==> src/rtl/tt_pkg.sv <==
package tt_pkg;
    typedef enum logic [1:0] {
        ST_IDLE   = 2'd0,
        ST_FRM    = 2'd1,
        ST_CPU_RD = 2'd2,
        ST_CPU_WR = 2'd3
    } tt_owner_e;
endpackage

==> src/rtl/tt_arbiter.sv <==
module tt_arbiter
    import tt_pkg::*;
(
    input  logic clk,
    input  logic rst_n,
    input  logic frm_fetch,
    input  logic cpu_req,
    input  logic cpu_wr,
    output logic sel_frm,
    output logic wr_strobe,
    output logic rd_en,
    output logic cpu_wait,
    output logic bus_oe,
    output logic frm_valid
);
    tt_owner_e state, next_state;

    // ownership of the RAM in the current cycle; framer first
    always_comb begin
        if (frm_fetch)
            next_state = ST_FRM;
        else if (cpu_req && !cpu_wr)
            next_state = ST_CPU_RD;
        else if (cpu_req)
            next_state = ST_CPU_WR;
        else
            next_state = ST_IDLE;
    end

    always_ff @(posedge clk) begin
        if (!rst_n)
            state <= ST_IDLE;
        else
            state <= next_state;
    end

    // controls for the cycle being arbitrated
    always_comb begin
        sel_frm   = 1'b0;
        wr_strobe = 1'b0;
        rd_en     = 1'b0;
        unique case (next_state)
            ST_IDLE:   ;
            ST_FRM:    begin sel_frm = 1'b1; rd_en = 1'b1; end
            ST_CPU_RD: rd_en = 1'b1;
            ST_CPU_WR: wr_strobe = 1'b1;
        endcase
        cpu_wait = cpu_req && frm_fetch;
    end

    // outputs of the access completed last cycle
    always_comb begin
        bus_oe    = 1'b0;
        frm_valid = 1'b0;
        unique case (state)
            ST_IDLE:   ;
            ST_FRM:    frm_valid = 1'b1;
            ST_CPU_RD: bus_oe = 1'b1;
            ST_CPU_WR: ;
        endcase
    end
endmodule

==> src/rtl/tt_octet_counter.sv <==
module tt_octet_counter #(
    parameter int AW = 4
) (
    input  logic          clk,
    input  logic          rst_n,
    input  logic          step,
    output logic [AW-1:0] ptr
);
    always_ff @(posedge clk) begin
        if (!rst_n)
            ptr <= '0;
        else if (step)
            ptr <= ptr + 1'b1;
    end
endmodule

==> src/rtl/tt_msg_ram.sv <==
module tt_msg_ram #(
    parameter int DW    = 8,
    parameter int DEPTH = 16,
    localparam int AW   = $clog2(DEPTH)
) (
    input  logic          clk,
    input  logic          rst_n,
    input  logic [AW-1:0] addr,
    input  logic          we,
    input  logic          re,
    input  logic [DW-1:0] wdata,
    output logic [DW-1:0] q
);
    logic [DW-1:0] mem [DEPTH];

    always_ff @(posedge clk) begin
        if (we)
            mem[addr] <= wdata;
    end

    always_ff @(posedge clk) begin
        if (!rst_n)
            q <= '0;
        else if (re)
            q <= mem[addr];
    end
endmodule

==> src/rtl/tt_tx_buffer.sv <==
module tt_tx_buffer #(
    parameter int DW    = 8,
    parameter int DEPTH = 16,
    localparam int AW   = $clog2(DEPTH)
) (
    input  logic          clk,
    input  logic          rst_n,
    input  logic          cpu_req,
    input  logic          cpu_wr,
    input  logic [AW-1:0] cpu_addr,
    input  logic [DW-1:0] cpu_wdata,
    output logic [DW-1:0] cpu_rdata,
    output logic          cpu_wait,
    output logic          bus_oe,
    output logic          wr_strobe,
    output logic          addr_sel_frm,
    input  logic          frm_fetch,
    output logic          frm_valid,
    output logic [DW-1:0] frm_octet
);
    logic [AW-1:0] cnt;
    logic [AW-1:0] ram_addr;
    logic [DW-1:0] ram_q;
    logic          ram_re;

    tt_arbiter i_arb (
        .clk       (clk),
        .rst_n     (rst_n),
        .frm_fetch (frm_fetch),
        .cpu_req   (cpu_req),
        .cpu_wr    (cpu_wr),
        .sel_frm   (addr_sel_frm),
        .wr_strobe (wr_strobe),
        .rd_en     (ram_re),
        .cpu_wait  (cpu_wait),
        .bus_oe    (bus_oe),
        .frm_valid (frm_valid)
    );

    tt_octet_counter #(.AW(AW)) i_cnt (
        .clk   (clk),
        .rst_n (rst_n),
        .step  (addr_sel_frm),
        .ptr   (cnt)
    );

    assign ram_addr = addr_sel_frm ? cnt : cpu_addr;

    tt_msg_ram #(.DW(DW), .DEPTH(DEPTH)) i_ram (
        .clk   (clk),
        .rst_n (rst_n),
        .addr  (ram_addr),
        .we    (wr_strobe),
        .re    (ram_re),
        .wdata (cpu_wdata),
        .q     (ram_q)
    );

    assign cpu_rdata = bus_oe    ? ram_q : '0;
    assign frm_octet = frm_valid ? ram_q : '0;
endmodule

==> config.mk <==
export PLATFORM = sky130hd
export DESIGN_NAME = tt_tx_buffer
export DESIGN_NICKNAME = d
export VERILOG_FILES = /design/src/rtl/tt_pkg.sv /design/src/rtl/tt_arbiter.sv /design/src/rtl/tt_octet_counter.sv /design/src/rtl/tt_msg_ram.sv /design/src/rtl/tt_tx_buffer.sv
export SDC_FILE = /design/constraint.sdc
export NUM_CORES = 1
export LEC_CHECK = 0
export ABC_AREA = 1
export BUFFER_PORTS_ARGS = -buffer_cell sky130_fd_sc_hd__buf_2
export CAP_MARGIN = 10
export CORE_ASPECT_RATIO = 0.6
export CORE_UTILIZATION = 41
export CTS_CLUSTER_DIAMETER = 50
export CTS_CLUSTER_SIZE = 40
export DETAILED_ROUTE_END_ITERATION = 8
export SKIP_CTS_REPAIR_TIMING = 1
export SYNTH_ARGS = -nofsm -noshare
export SYNTH_HDL_FRONTEND = slang
export SYNTH_SLANG_ARGS = --single-unit
==> constraint.sdc <==
create_clock -name clk -period 2.7 [get_ports clk]
set_input_delay 0.675 -clock clk [delete_from_list [all_inputs] [get_ports clk]]
set_output_delay 0.675 -clock clk [all_outputs]
set_load 0.1 [all_outputs]
==> impl_metrics.ini <==
[clocking]
cts.sinks = 142
cts.path.max_buffers = 2
cts_tree = done
clkTransAtPathRegs_ns = 0.06
clock_latency_ns = 0.42
cts_root_buf = clkbuf_16
cts-buffers-inserted = 17
htreeDepth = 4

[placement]
dp_slack_ns = 0.1934
routabilityCongestion = 0.8329
dpl.cell_count = 855
io_buffers = 37
placed_area_um2 = 6787
dp_hpwl_mm = 10.32

[routing]
wl_per_cell_um = 17.15
dr.pass1.iters = 5
drc = 0
wirelength_mm = 15.22
vias = 4549
drtIter0Drc = 477
vias_per_cell = 5.129
ant_nets = 0

[critical_path]
critPathCaptureType = primary output
crit_path_start_kind = input port
crit_type = input port to primary output
cp_max_fo = 11
crit_arrival_ns = 1.75
critical_path_required_ns = 2.03

[flow_run]
maxCapViolations = 0

[logic_synthesis]
ys_top_cells_by_area = edfxtp_1 (62%), nand2_1 (15%), nand3_1 (6.8%), dfxtp_1 (4.5%), nor2_1 (3.3%)
synth_top_cell_area_share_pct = 61.90
ys_seq_elements = 142
synth_xor_area_share_pct = 0
synth_common_cells = nand2_1 (251), edfxtp_1 (128), nand3_1 (84)
synth.most_common_cell = nand2_1
synth_edf_count = 128
muxShareOfSynthArea_pct = 0
async_flop_share_pct = 0
synth_nets = 641
synth_top_family_by_area = simple AND/OR/NAND/NOR gates
synth_cells = 621
synthAdderAreaFrac_pct = 0.6045
synth_simple_gate_area_share_pct = 26.90
netlist.top_cell.by_area = edfxtp_1
ys_warn_count = 0
syn_area_per_cell_um2 = 10.00
synth_ff_type = edfxtp_1
syn_area_um2 = 6210
synth_compound_area_share_pct = 1.592
synth.distinct_cells = 24
seq_area_frac_synth_pct = 66.41

[finish]
fin_area_um2 = 7401
syn_to_final_growth_pct = 19.18
finalNetCount = 696
drive_gt1_share_pct = 17.27
layoutNonFillerInstCount = 887
n_antenna_cell = 0

[timing]
min_period_ns = 2.426
slew_headroom_pct = 55.27
tightest_slew_ns = 0.6702
hold_viol = 0
drv_slew = 0
period_share_pct = 89.87
clock_skew_ns = 0.006865
layout_setup_ws_ns = 0.2736
clock.fmax_ghz = 0.4121
setup_viol = 0
setup-tns-final_ns = 0
rsz0062_at_grt = false

[floorplan]
die_area_um2 = 15660
rows = 34
die_w_um = 160.9
die_h_um = 97.33
initial_core_util_pct = 42.43
fp.coreArea_um2 = 14630
io_pins = 38

[min_path]
hp-class = flop to flop

[run_status]
status = finished, final reports clean

[power_and_ir_drop]
p_per_area_nw_per_um2 = 739.3
ir_drop_mv = 0.3894
p_leak_uw = 0.003028

[grt]
gr-total-overflow = 0
antenna_found_initial = 0
grt_pass1_vias = 4561
grt_usage_pct = 21.04
grt_pass1_wl_mm = 24.60
grt_start_max_net_pins = 33
where the power goes:
group / total (uW) / switching (uW) / internal [uW]
registers: 2440 / 14.7 / 2420
clock network: 2430 / 926 / 1500
logic: 602 / 454 / 148
per-layer routing:
layer	GRT usage [%]	part of all wire, %
met1	30.72	49
met2	30.47	42
met3	5.847	7.9
met4	6.023	0.92
met5	0	0
path summary, 6_finish.rpt:
path / from / endpoint / slack, ns / cells past startpoint
min reg2reg: i_cnt.ptr[3] / i_cnt.ptr[3] / 0.52 / 2
max: frm_fetch / addr_sel_frm / 0.27 / 5
max reg2reg: i_cnt.ptr[0] / i_ram.mem[0][3] / 0.68 / 6
min: i_cnt.ptr[3] / i_cnt.ptr[3] / 0.52 / 2
layout by cell type (no fill, tap or decap), drive strengths merged:
cell type    n
clkinvlp     3
ha           3
a21oi        4
edfxtp     128
clkinv       4
o21ai       12
nor4         3
clkbuf      19
inv         35
dfxtp       14
nor3         1
nand3       84
buf         62
nand2      256
nor2        58
bufinv       3
kinds of logic (layout without fill, tap and decap cells):
family | count (synthesis) | count (layout)
AND/OR/NAND/NOR | 402 | 402
flip-flops | 142 | 142
buffers and inverters | 58 | 126
AO/OA/AOI/OAI | 16 | 16
adder cells (fa/ha/maj) | 3 | 3
layout make-up:
| cell class | instances | area (um2) |
|---|---|---|
| timing repair buffer | 62 | 402.9 |
| tap | 198 | 247.7 |
| fill | 1316 | 7233 |
| clock buffer | 19 | 452.9 |
| inverter | 32 | 122.6 |
| multi-input combinational | 421 | 1889 |
| clock inverter | 13 | 161.4 |
| sequential | 142 | 4124 |
registers in the layout, indices dropped and copies added (netlist names):
name and flops:
i_arb.state 2, i_cnt.ptr 4, i_ram.mem 128, i_ram.q 8
critical path: stages:
cell     delay (ns)
buf_2          0.25
inv_1          0.14
nand2_1        0.12
ha_1           0.34
buf_12         0.22
through the flow:
step	total power (uW)	hold slack, ns	utilization, %
after floorplan	2912	0.4732	-
after global placement	3073	0.5118	46.37
after detailed placement	3081	0.5124	46.37
after CTS	5485	0.5206	50.57
after global routing	5649	0.5644	50.57
final	5472	0.5249	50.57
Note: power is estimated with default switching activity, not from simulation.
